`config.mk`:
```
export PLATFORM = sky130hd
export DESIGN_NAME = flctl_cmd_irq_unit
export DESIGN_NICKNAME = d
export VERILOG_FILES = /design/src/rtl/flctl_pkg.sv /design/src/rtl/flctl_cmd_decode.sv /design/src/rtl/flctl_cfg_regs.sv /design/src/rtl/flctl_irq_regs.sv /design/src/rtl/flctl_cmd_irq_unit.sv
export SDC_FILE = /design/constraint.sdc
export NUM_CORES = 1
export LEC_CHECK = 0
export ABC_CLOCK_PERIOD_IN_PS = 2100
export BUFFER_PORTS_ARGS = -buffer_cell sky130_fd_sc_hd__buf_4
export CAP_MARGIN = 10
export CORE_AREA = 2 2 63 124
export CTS_CLUSTER_SIZE = 20
export DETAILED_ROUTE_END_ITERATION = 6
export DIE_AREA = 0 0 65 126
export GPL_TIMING_DRIVEN = 0
export PLACE_DENSITY = 0.6
export SETUP_SLACK_MARGIN = 0.3
export SYNTH_ARGS = -nofsm -noshare
export SYNTH_HDL_FRONTEND = slang
export SYNTH_SLANG_ARGS = --single-unit
```
`constraint.sdc`:
```
create_clock -name clk -period 2.1 [get_ports clk]
set_input_delay 0.42 -clock clk [delete_from_list [all_inputs] [get_ports clk]]
set_output_delay 0.42 -clock clk [all_outputs]
set_load 0.005 [all_outputs]
```
`src/rtl/flctl_pkg.sv`:
```
package flctl_pkg;

    localparam int DW = 16;
    localparam int AW = 3;

    // register offsets
    localparam logic [AW-1:0] OFS_CMD  = 3'd0;
    localparam logic [AW-1:0] OFS_CFG1 = 3'd1;
    localparam logic [AW-1:0] OFS_CFG2 = 3'd2;
    localparam logic [AW-1:0] OFS_STAT = 3'd3;
    localparam logic [AW-1:0] OFS_INT  = 3'd4;

    // interrupt register bits
    localparam int INT_PEND_BIT  = 15;
    localparam int INT_RST_BIT   = 4;
    localparam int INT_ERASE_BIT = 5;
    localparam int INT_PROG_BIT  = 6;
    localparam int INT_LOAD_BIT  = 7;

    // status register bits
    localparam int ERR_CMD_BIT   = 10;
    localparam int ERR_ERASE_BIT = 11;
    localparam int ERR_PROG_BIT  = 12;
    localparam int ERR_LOAD_BIT  = 13;

    // config-1 bits
    localparam int CFG_POL_BIT = 6;
    localparam int CFG_RDY_BIT = 7;

    localparam logic [DW-1:0] PEND_MASK    = DW'(1) << INT_PEND_BIT;
    localparam logic [DW-1:0] ERR_ALL_MASK = (DW'(1) << ERR_CMD_BIT) | (DW'(1) << ERR_ERASE_BIT)
                                           | (DW'(1) << ERR_PROG_BIT) | (DW'(1) << ERR_LOAD_BIT);
    localparam logic [DW-1:0] INT_COLD_VAL = PEND_MASK | (DW'(1) << INT_LOAD_BIT);
    localparam logic [DW-1:0] INT_WARM_VAL = PEND_MASK | (DW'(1) << INT_RST_BIT);
    localparam logic [DW-1:0] CFG1_RST_VAL = 16'h40C0;
    localparam logic [DW-1:0] CFG1_RD_MASK = 16'hFFE0;

    typedef enum logic [1:0] {
        CLS_NONE  = 2'd0,
        CLS_ERASE = 2'd1,
        CLS_PROG  = 2'd2,
        CLS_LOAD  = 2'd3
    } done_class_e;

    typedef enum logic [1:0] {
        CMD_ENGINE,
        CMD_WARM_RESET,
        CMD_UNKNOWN
    } cmd_kind_e;

    function automatic cmd_kind_e classify_cmd(input logic [DW-1:0] code);
        case (code)
            16'h0000, 16'h0013, 16'h0080, 16'h001A, 16'h001B,
            16'h0023, 16'h0027, 16'h002A, 16'h002C, 16'h0030,
            16'h0065, 16'h0071, 16'h0094, 16'h0095, 16'h00B0:
                return CMD_ENGINE;
            16'h00F0, 16'h00F3:
                return CMD_WARM_RESET;
            default:
                return CMD_UNKNOWN;
        endcase
    endfunction

    function automatic logic [DW-1:0] class_int_bits(input done_class_e cls);
        case (cls)
            CLS_ERASE: return DW'(1) << INT_ERASE_BIT;
            CLS_PROG:  return DW'(1) << INT_PROG_BIT;
            CLS_LOAD:  return DW'(1) << INT_LOAD_BIT;
            default:   return '0;
        endcase
    endfunction

    function automatic logic [DW-1:0] class_err_bits(input done_class_e cls);
        case (cls)
            CLS_ERASE: return DW'(1) << ERR_ERASE_BIT;
            CLS_PROG:  return DW'(1) << ERR_PROG_BIT;
            CLS_LOAD:  return DW'(1) << ERR_LOAD_BIT;
            default:   return '0;
        endcase
    endfunction

endpackage

```
`src/rtl/flctl_cmd_decode.sv`:
```
module flctl_cmd_decode
    import flctl_pkg::*;
(
    input  logic [DW-1:0] code,
    output cmd_kind_e     kind
);
    always_comb begin
        kind = classify_cmd(code);
    end
endmodule

```
`src/rtl/flctl_cfg_regs.sv`:
```
module flctl_cfg_regs
    import flctl_pkg::*;
(
    input  logic          clk,
    input  logic          rst,
    input  logic          warm,
    input  logic          cfg1_wr,
    input  logic          cfg2_wr,
    input  logic [DW-1:0] wdata,
    output logic [DW-1:0] cfg1_q,
    output logic [DW-1:0] cfg2_q,
    output logic          ready_q
);
    always_ff @(posedge clk) begin
        if (rst || warm) begin
            cfg1_q  <= CFG1_RST_VAL;
            cfg2_q  <= '0;
            ready_q <= 1'b1;
        end else begin
            if (cfg1_wr) begin
                cfg1_q  <= wdata;
                ready_q <= wdata[CFG_RDY_BIT];
            end
            if (cfg2_wr) begin
                cfg2_q <= wdata;
            end
        end
    end


    rdy_follows_cfg_chk: assert property (@(posedge clk) disable iff (rst)
        (cfg1_wr && !warm) |=> (ready_q == $past(wdata[CFG_RDY_BIT])));


    cfg_warm_chk: assert property (@(posedge clk) disable iff (rst)
        warm |=> (cfg1_q == CFG1_RST_VAL && cfg2_q == '0 && ready_q));
endmodule

```
`src/rtl/flctl_irq_regs.sv`:
```
module flctl_irq_regs
    import flctl_pkg::*;
(
    input  logic          clk,
    input  logic          rst,
    input  logic          warm,
    input  logic          int_wr,
    input  logic [DW-1:0] wdata,
    input  logic          cmd_reject,
    input  logic          done_valid,
    input  logic [1:0]    done_class,
    input  logic          done_fail,
    output logic [DW-1:0] int_q,
    output logic [DW-1:0] stat_q
);
    done_class_e   cls;
    logic [DW-1:0] int_n;
    logic [DW-1:0] stat_n;

    always_comb begin
        cls    = done_class_e'(done_class);
        int_n  = int_q;
        stat_n = stat_q;
        // the AND-clear comes first, so set bits from this cycle survive it
        if (int_wr) begin
            int_n = int_n & wdata;
        end
        if (done_valid) begin
            int_n = int_n | PEND_MASK | class_int_bits(cls);
            if (done_fail) begin
                stat_n = stat_n | (DW'(1) << ERR_CMD_BIT) | class_err_bits(cls);
            end
        end
        if (cmd_reject) begin
            int_n  = int_n | PEND_MASK;
            stat_n = stat_n | (DW'(1) << ERR_CMD_BIT);
        end
        if (int_wr && !int_n[INT_PEND_BIT]) begin
            stat_n = stat_n & ~ERR_ALL_MASK;
        end
    end

    always_ff @(posedge clk) begin
        if (rst) begin
            int_q  <= INT_COLD_VAL;
            stat_q <= '0;
        end else if (warm) begin
            int_q  <= INT_WARM_VAL;
            stat_q <= '0;
        end else begin
            int_q  <= int_n;
            stat_q <= stat_n;
        end
    end


    done_sets_pend_chk: assert property (@(posedge clk) disable iff (rst)
        (done_valid && !warm) |=> (int_q[INT_PEND_BIT]
            && ((int_q & class_int_bits(done_class_e'($past(done_class))))
                == class_int_bits(done_class_e'($past(done_class))))));


    err_wipe_chk: assert property (@(posedge clk) disable iff (rst)
        (int_wr && !wdata[INT_PEND_BIT] && !done_valid && !cmd_reject && !warm)
            |=> ((stat_q & ERR_ALL_MASK) == '0));


    irq_warm_chk: assert property (@(posedge clk) disable iff (rst)
        warm |=> (int_q == INT_WARM_VAL && stat_q == '0));
endmodule

```
`src/rtl/flctl_cmd_irq_unit.sv`:
```
module flctl_cmd_irq_unit
    import flctl_pkg::*;
(
    input  logic          clk,
    input  logic          rst,
    input  logic          bus_wr,
    input  logic [AW-1:0] bus_addr,
    input  logic [DW-1:0] bus_wdata,
    output logic [DW-1:0] bus_rdata,
    output logic          cmd_issue,
    output logic [DW-1:0] cmd_code,
    input  logic          done_valid,
    input  logic [1:0]    done_class,
    input  logic          done_fail,
    output logic          irq_o,
    output logic          ready_o
);
    logic [DW-1:0] int_q, stat_q, cfg1_q, cfg2_q, cmd_q;
    logic          issue_q;
    cmd_kind_e     kind;
    logic          cmd_accept, go_engine, go_warm, go_reject;

    flctl_cmd_decode u_dec (
        .code (bus_wdata),
        .kind (kind)
    );

    assign cmd_accept = bus_wr && (bus_addr == OFS_CMD) && !int_q[INT_PEND_BIT];
    assign go_engine  = cmd_accept && (kind == CMD_ENGINE);
    assign go_warm    = cmd_accept && (kind == CMD_WARM_RESET);
    assign go_reject  = cmd_accept && (kind == CMD_UNKNOWN);

    flctl_irq_regs u_irq (
        .clk        (clk),
        .rst        (rst),
        .warm       (go_warm),
        .int_wr     (bus_wr && bus_addr == OFS_INT),
        .wdata      (bus_wdata),
        .cmd_reject (go_reject),
        .done_valid (done_valid),
        .done_class (done_class),
        .done_fail  (done_fail),
        .int_q      (int_q),
        .stat_q     (stat_q)
    );

    flctl_cfg_regs u_cfg (
        .clk     (clk),
        .rst     (rst),
        .warm    (go_warm),
        .cfg1_wr (bus_wr && bus_addr == OFS_CFG1),
        .cfg2_wr (bus_wr && bus_addr == OFS_CFG2),
        .wdata   (bus_wdata),
        .cfg1_q  (cfg1_q),
        .cfg2_q  (cfg2_q),
        .ready_q (ready_o)
    );

    always_ff @(posedge clk) begin
        if (rst || go_warm) begin
            cmd_q   <= '0;
            issue_q <= 1'b0;
        end else begin
            issue_q <= go_engine;
            if (go_engine || go_reject) begin
                cmd_q <= bus_wdata;
            end
        end
    end

    assign cmd_issue = issue_q;
    assign cmd_code  = cmd_q;
    assign irq_o     = int_q[INT_PEND_BIT] ^ ~cfg1_q[CFG_POL_BIT];

    always_comb begin
        case (bus_addr)
            OFS_CMD:  bus_rdata = cmd_q;
            OFS_CFG1: bus_rdata = cfg1_q & CFG1_RD_MASK;
            OFS_CFG2: bus_rdata = cfg2_q;
            OFS_STAT: bus_rdata = stat_q;
            OFS_INT:  bus_rdata = int_q;
            default:  bus_rdata = '0;
        endcase
    end


    gated_cmd_chk: assert property (@(posedge clk) disable iff (rst)
        (bus_wr && bus_addr == OFS_CMD && int_q[INT_PEND_BIT]) |=> (!cmd_issue && $stable(cmd_code)));


    issue_pulse_chk: assert property (@(posedge clk) disable iff (rst)
        cmd_issue |=> !cmd_issue);


    reject_chk: assert property (@(posedge clk) disable iff (rst)
        go_reject |=> (!cmd_issue && stat_q[ERR_CMD_BIT] && int_q[INT_PEND_BIT]));
endmodule

```
==> impl_metrics.csv, run 1 <==
group,metric,value,unit
run_status,status,"complete, no violations",
global_route,grt_busiest_layer,"met2",
synthesis,yosys_warnings,0,
clocking,clock_path_buffers,2,
finish,diodes,0,
die,initial_utilization,0.4209,
global_route,grt_first_pass_wirelength,15.45,mm
pwr,comb_power_share,0.107,
job,maxCapViolCount,0,
synthesis,synth.area.top_cells,"dfxtp_1, nand2_1, a21oi_1",
synthesis,synth_edf_count,0,
clocking,numCtsBuffers,9,
timing,timing.fmax,534.2,MHz
synthesis,syn_area_per_cell,7.803,um^2
global_route,grt_max_degree,11,
die,die_area,0.008190,mm^2
synthesis,syn-cell-area,0.003035,mm^2
place,portBuffers,52,
synthesis,synth_seq_area_share,0.4221,
synthesis,ys_async_sr_fraction,0,
routing,routed_wl,10.25,mm
timing,rsz0062_at_grt,"true",
place,gp_congestion,0.8685,
routing,drt_pass1_iterations,6,
die,die_y,126,um
timing,slew_headroom,0.5308,
finish,drive_above_1_share,0.2839,
die,core_area,0.007212,mm^2
timing,finalCriticalPeriod,1.872,ns
finish,nets,486,
pwr,intPower,0.002283,W
synthesis,synth_cell_types,48,
place,dp_hpwl,7.237,mm
pwr,clock_power_share,0.475,
synthesis,synth_flop_cell,"dfxtp_1",
timing,hold_viol_final,0,
pwr,p_leak,1.598,nW
critical_path,crit_type,"in -> out",
pwr,vdd_ir_drop_max,0.4792,mV
finish,final_util,0.5701,
finish,final_cells,557,
critical_path,critPathLaunchType,"input port",
die,die_w,65,um
critical_path,crit_fanout,5,
clocking,clock-root-buffer,"clkbuf_16",
synthesis,synth_nets,415,
die,std_cell_rows,44,
routing,ant_nets,0,
synthesis,synth.largest_area_cell,"dfxtp_1",
pwr,p_seq_frac,0.418,
global_route,met3_usage,0.04911,
synthesis,synth_most_common_cell,"nand2_1",
timing,worst_slew_pin_slew,0.7008,ns
routing,drc,0,
pwr,switching_share,0.2340,
global_route,grt_antenna_before_repair,0,
clocking,cts.sinks,64,
synthesis,synth_common_cells,"nand2_1, dfxtp_1, a21oi_1, nor2_1, o21ai_0",
synthesis,synth_seq_cells,64,
global_route,grt.total_usage,0.2570,
global_route,met2_usage,0.4633,
routing,routedWlPerCell,18.40,um
pwr,p_per_area,724.9,mW/mm^2
clocking,worstSkewPairLatency,0.32,ns
clocking,h-tree-depth,3,
synthesis,netlist_instances,389,
pwr,p_switching,0.0006975,W
clocking,tritoncts,"yes",
finish,synthToLayoutAreaGrowth,35.45,%
global_route,grtUsageMet1,0.2756,
routing,drt_iter0_markers,162,
die,io_pins,61,
place,dp_cells,533,
clocking,cts.clk_slew.worst_paths,0.05,ns
timing,finalMaxSlewViolations,0,
critical_path,cp-end-kind,"primary output",
routing,via_per_inst,5.470,
timing,setup_viol_count_final,0,
clocking,ctsHoldBuffers,0,
min_path,worstHoldPathType,"in -> reg",
synthesis,yosys.area.top_type_share,0.4221,
critical_path,arrival,1.45,ns
critical_path,crit_required,1.68,ns
timing,min_period_over_period,0.8915,
timing,clock_skew,0.004445,ns
global_route,overflow,0,
routing,vias,3047,
global_route,grt_pass1_vias,2939,
==> final cells by class <==
class	count	area, um^2
clock inverter	4	45.04
tap	92	115.1
clock buffer	12	236.5
multi-input combinational	295	1685
inverter	2	7.507
fill	725	3100
timing repair buffer	60	478.0
buffer	28	261.5
sequential	64	1282
==> final timing paths <==
kind                                        end  slack [ns]             from  cells past startpoint
worst max register to register      cmd_code[8]        0.51  u_irq.int_q[15]                      5
worst max-delay path               bus_rdata[5]        0.23      bus_addr[0]                      7
worst min register to register         register        0.45         register                      2
worst min-delay path            u_cfg.cfg1_q[7]        0.35     bus_wdata[7]                      3
==> repair_timing <==
| item | CTS | global route |
|---|---|---|
| gates cloned | 2 | 0 |
| setup endpoints to repair | 71 | 69 |
| gates resized for setup | 51 | 13 |
| pin swaps | 6 | 6 |
| buffers inserted | 4 | 2 |
==> cell families after synthesis <==
kind of cell / synth area share
AO/OA/AOI/OAI: 0.1979
XOR/XNOR: 0.008658
buffers and inverters: 0.06142
flip-flops: 0.4221
multiplexers: 0.05441
AND/OR/NAND/NOR: 0.2556
==> sequential cells by signal, summed over array words and instances (netlist names), named ones only <==
register      cells
cmd_code         16
u_cfg.cfg2_q     16
u_irq.int_q      12
u_cfg.cfg1_q     11
u_irq.stat_q      4
cmd_issue         1
==> stage by stage <==
step | setup WS (ns) | total power (W) | hold WS, ns | TNS, ns | cell area (um^2)
floorplan | 0.2993 | 0.001414 | 0.4280 | 0 | 3038
global placement | -0.3762 | 0.001526 | 0.4347 | -9.869 | 3543
detailed placement | -0.4169 | 0.001528 | 0.4409 | -10.20 | 3543
CTS | 0.2391 | 0.002983 | 0.3464 | 0 | 4051
global route | 0.2036 | 0.003094 | 0.3595 | 0 | 4111
finish | 0.2280 | 0.002980 | 0.3535 | 0 | 4111
==> critical path, stage by stage <==
cell       delay (ns)
buf_8            0.09
clkbuf_16        0.14
nor2b_4          0.22
buf_8            0.16
a21oi_2          0.06
o21ai_0          0.20
buf_4            0.15
==> placed cells by master (no fill, tap or decap), types with 3 or more instances in the layout <==
cell type | Yosys | routed
buf_4 | 2 | 61
o21ai_1 | 1 | 7
mux2_2 | 4 | 4
a22oi_1 | 12 | 8
dfxtp_1 | 64 | 63
nand4_1 | 3 | 3
nand3_1 | 4 | 3
a21oi_2 | 0 | 4
clkbuf_16 | 0 | 10
nor4_4 | 1 | 3
buf_12 | 2 | 4
buf_8 | 1 | 4
a21oi_1 | 53 | 49
nand2_1 | 92 | 92
clkbuf_2 | 0 | 3
clkbuf_1 | 13 | 9
clkinv_2 | 0 | 3
o22ai_1 | 4 | 4
mux2i_1 | 12 | 11
nor2_2 | 0 | 3
a31oi_1 | 3 | 3
a22oi_2 | 0 | 4
o21ai_0 | 24 | 18
nand2_2 | 3 | 3
nor2_1 | 44 | 40
==> power groups by stage <==
stage	combinational, W	clock [W]	sequential (W)
floorplan	0.000148	0	0.00127
global placement	0.000259	0	0.00127
detailed placement	0.000260	0	0.00127
CTS	0.000305	0.00143	0.00124
global route	0.000339	0.00151	0.00125
finish	0.000319	0.00142	0.00124
==> layer usage <==
layer	share of wire	wire, um	vias to the layer above
met5	0	0	-
met2	0.53	5480	100
li1	-	-	1472
met3	0.043	445	37
met1	0.37	3779	1438
met4	0.053	545	0
Power figures use the tool's default switching activity.
==> run 2, diff against run 1 <==
--- a/config.mk
+++ b/config.mk
@@ -8,13 +8,14 @@
 export ABC_CLOCK_PERIOD_IN_PS = 2100
 export BUFFER_PORTS_ARGS = -buffer_cell sky130_fd_sc_hd__buf_4
 export CAP_MARGIN = 10
-export CORE_AREA = 2 2 63 124
+export CORE_AREA = 2 2 68 135
 export CTS_CLUSTER_SIZE = 20
 export DETAILED_ROUTE_END_ITERATION = 6
-export DIE_AREA = 0 0 65 126
+export DIE_AREA = 0 0 70 137
 export GPL_TIMING_DRIVEN = 0
-export PLACE_DENSITY = 0.6
+export PLACE_DENSITY = 0.59
 export SETUP_SLACK_MARGIN = 0.3
 export SYNTH_ARGS = -nofsm -noshare
 export SYNTH_HDL_FRONTEND = slang
+export SYNTH_HIERARCHICAL = 1
 export SYNTH_SLANG_ARGS = --single-unit
==> run 2 against run 1 <==
Final area rose by 31%. Setup slack got worse by 0.42 ns. Clock skew rose by 0.0016 ns. Maximum frequency fell by 18%. Hold slack got worse by 0.016 ns. Highest routed layer unchanged. Final cell count rose by 6.8%. Sequential power barely moved. First-iteration DRC count fell by 31%. Clock power fell by 5%. The run now ends with negative setup slack left. Clock-buffer cell count rose by 1.
==> impl_metrics.csv, run 2 <==
group,metric,value,unit
finish,final_cells,595,
run_status,violations,"negative setup slack",
synthesis,syn-cell-area,0.003422,mm^2
die,std_cell_rows,48,
die,core_area,0.008528,mm^2
die,die_y,137,um
routing,via_per_inst,5.755,
min_path,worstHoldPathType,"in -> reg",
finish,drive_above_1_share,0.5131,
critical_path,reg2reg_to,"u_irq/stat_q[10]",
timing,finalMaxSlewViolations,0,
timing,clock_skew,0.006095,ns
routing,routed_wl,12.53,mm
die,io_pins,61,
synthesis,yosys_warnings,6,
finish,synthToLayoutAreaGrowth,57.88,%
critical_path,arrival,2.51,ns
min_path,hold_path_end,"u_cfg/cfg1_q[14]",
global_route,overflow,0,
clocking,clock_path_buffers,2,
pwr,p_total,0.003112,W
finish,diodes,0,
job,maxCapViolCount,0,
finish,final_util,0.6335,
global_route,grt_first_pass_wirelength,18.40,mm
timing,rsz0062_at_grt,"true",
routing,routedWlPerCell,21.06,um
die,die_area,0.009590,mm^2
die,die_w,70,um
clocking,tritoncts,"yes",
timing,worst_slew_pin_slew,0.6151,ns
global_route,grt_antenna_before_repair,0,
pwr,p_per_area,575.9,mW/mm^2
routing,ant_nets,0,
global_route,grt.total_usage,0.2582,
timing,hold_slack,0.3379,ns
timing,finalCriticalPeriod,2.291,ns
timing,worst_slack,-0.1911,ns
timing,slew_headroom,0.5899,
timing,setup_viol_count_final,57,
min_path,min_path_cells,3,
routing,drt_pass1_iterations,4,
synthesis,syn_area_per_cell,8.935,um^2
clocking,cts.sinks,64,
routing,vias,3424,
clocking,cts.clk_slew.worst_paths,0.05,ns
critical_path,cp-end-kind,"register",
routing,drt_iter0_markers,111,
critical_path,crit_fanout,5,
pwr,vdd_ir_drop_max,0.5650,mV
timing,min_period_over_period,1.091,
place,dp_cells,552,
timing,timing.fmax,436.5,MHz
clocking,clock-root-buffer,"clkbuf_16",
place,dp_hpwl,8.261,mm
finish,final_common_cell,"buf_4",
global_route,grt_pass1_vias,3413,
routing,drc,0,
critical_path,crit_type,"in -> reg",
clocking,worstSkewPairLatency,0.33,ns
place,gp_congestion,0.8684,
finish,nets,516,
die,initial_utilization,0.4013,
finish,num-fill-cells,717,
place,portBuffers,58,
synthesis,netlist_instances,383,
finish,final_cell_mix,"buf_4, dfxtp_1, mux2i_1",
timing,hold_viol_final,0,
global_route,grt_max_degree,11,
min_path,hp-start,"bus_wdata[14]",
critical_path,worstSetupStartpoint,"bus_wdata[4]",
critical_path,reg2regPathDepth,5,
critical_path,reg2reg_from,"u_irq/int_q[15]",
pwr,p_leak,1.999,nW
clocking,numCtsBuffers,9,
clocking,h-tree-depth,3,
critical_path,rrSetupSlack,0.51,ns
critical_path,critPathLaunchType,"input port",
critical_path,crit_required,2.32,ns
run_status,status,"finished, violations left",
==> run 2: area by class of cell <==
type | instances | area (um^2) | area share
clock buffers | 13 | 250.2 | 0.04632
multi-input cells | 279 | 2459 | 0.4551
repair buffers | 85 | 782.0 | 0.1447
flip-flops and latches | 64 | 1286 | 0.2381
clock inverters | 3 | 17.52 | 0.003242
inverters | 3 | 11.26 | 0.002084
plain buffers | 48 | 471.7 | 0.08731
well taps | 100 | 125.1 | 0.02316
==> run 2: worst max-delay path: stages <==
cell and delay [ns]:
buf_8 0.10, buf_8 0.12, xor2_2 0.14, or4_4 0.44, a211oi_4 0.29, o41ai_4 0.17, nor4_4 0.29, or2_4 0.24
buf_6 0.13, buf_6 0.13, nor2_1 0.04
==> run 2: power by group <==
group	switching, W	total, W	internal [W]
logic	0.000277	0.000518	0.000241
registers	0.0000109	0.00124	0.00123
clock network	0.000523	0.00135	0.000827
==> run 2: worst max path at each step <==
stage	to	slack, ns
finish	u_cfg/cfg1_q[5]	-0.19
global route	u_irq/stat_q[10]	-0.24
CTS	u_irq/stat_q[10]	-0.13
detailed placement	u_irq/stat_q[10]	-0.73
global placement	u_irq/stat_q[10]	-0.71
floorplan	u_irq/stat_q[10]	-0.26
==> run 2: routing by layer <==
metal,vias to the layer above,share of wire,global-route usage
li1,1592,-,-
met1,1669,0.35,0.2593
met2,121,0.54,0.4677
met3,42,0.041,0.04566
met4,0,0.063,0.1902
met5,-,0,0
==> run 2: repair_timing <==
| action | CTS | global route |
|---|---|---|
| hold buffers | 0 | 0 |
| cloned | 3 | 1 |
| setup endpoints to repair | 80 | 79 |
| pin swaps | 52 | 29 |
| gates resized for setup | 98 | 86 |
| setup buffers | 18 | 5 |
==> run 2: through the flow <==
step	setup TNS, ns	cell area [um^2]	worst slack [ns]
3_5_place_dp	-40.13	4119	-0.7297
6_report	-7.214	5403	-0.1911
2_1_floorplan	-9.865	3558	-0.2607
3_3_place_gp	-38.39	4119	-0.7089
4_1_cts	-3.054	4975	-0.1260
5_1_grt	-9.701	5403	-0.2386
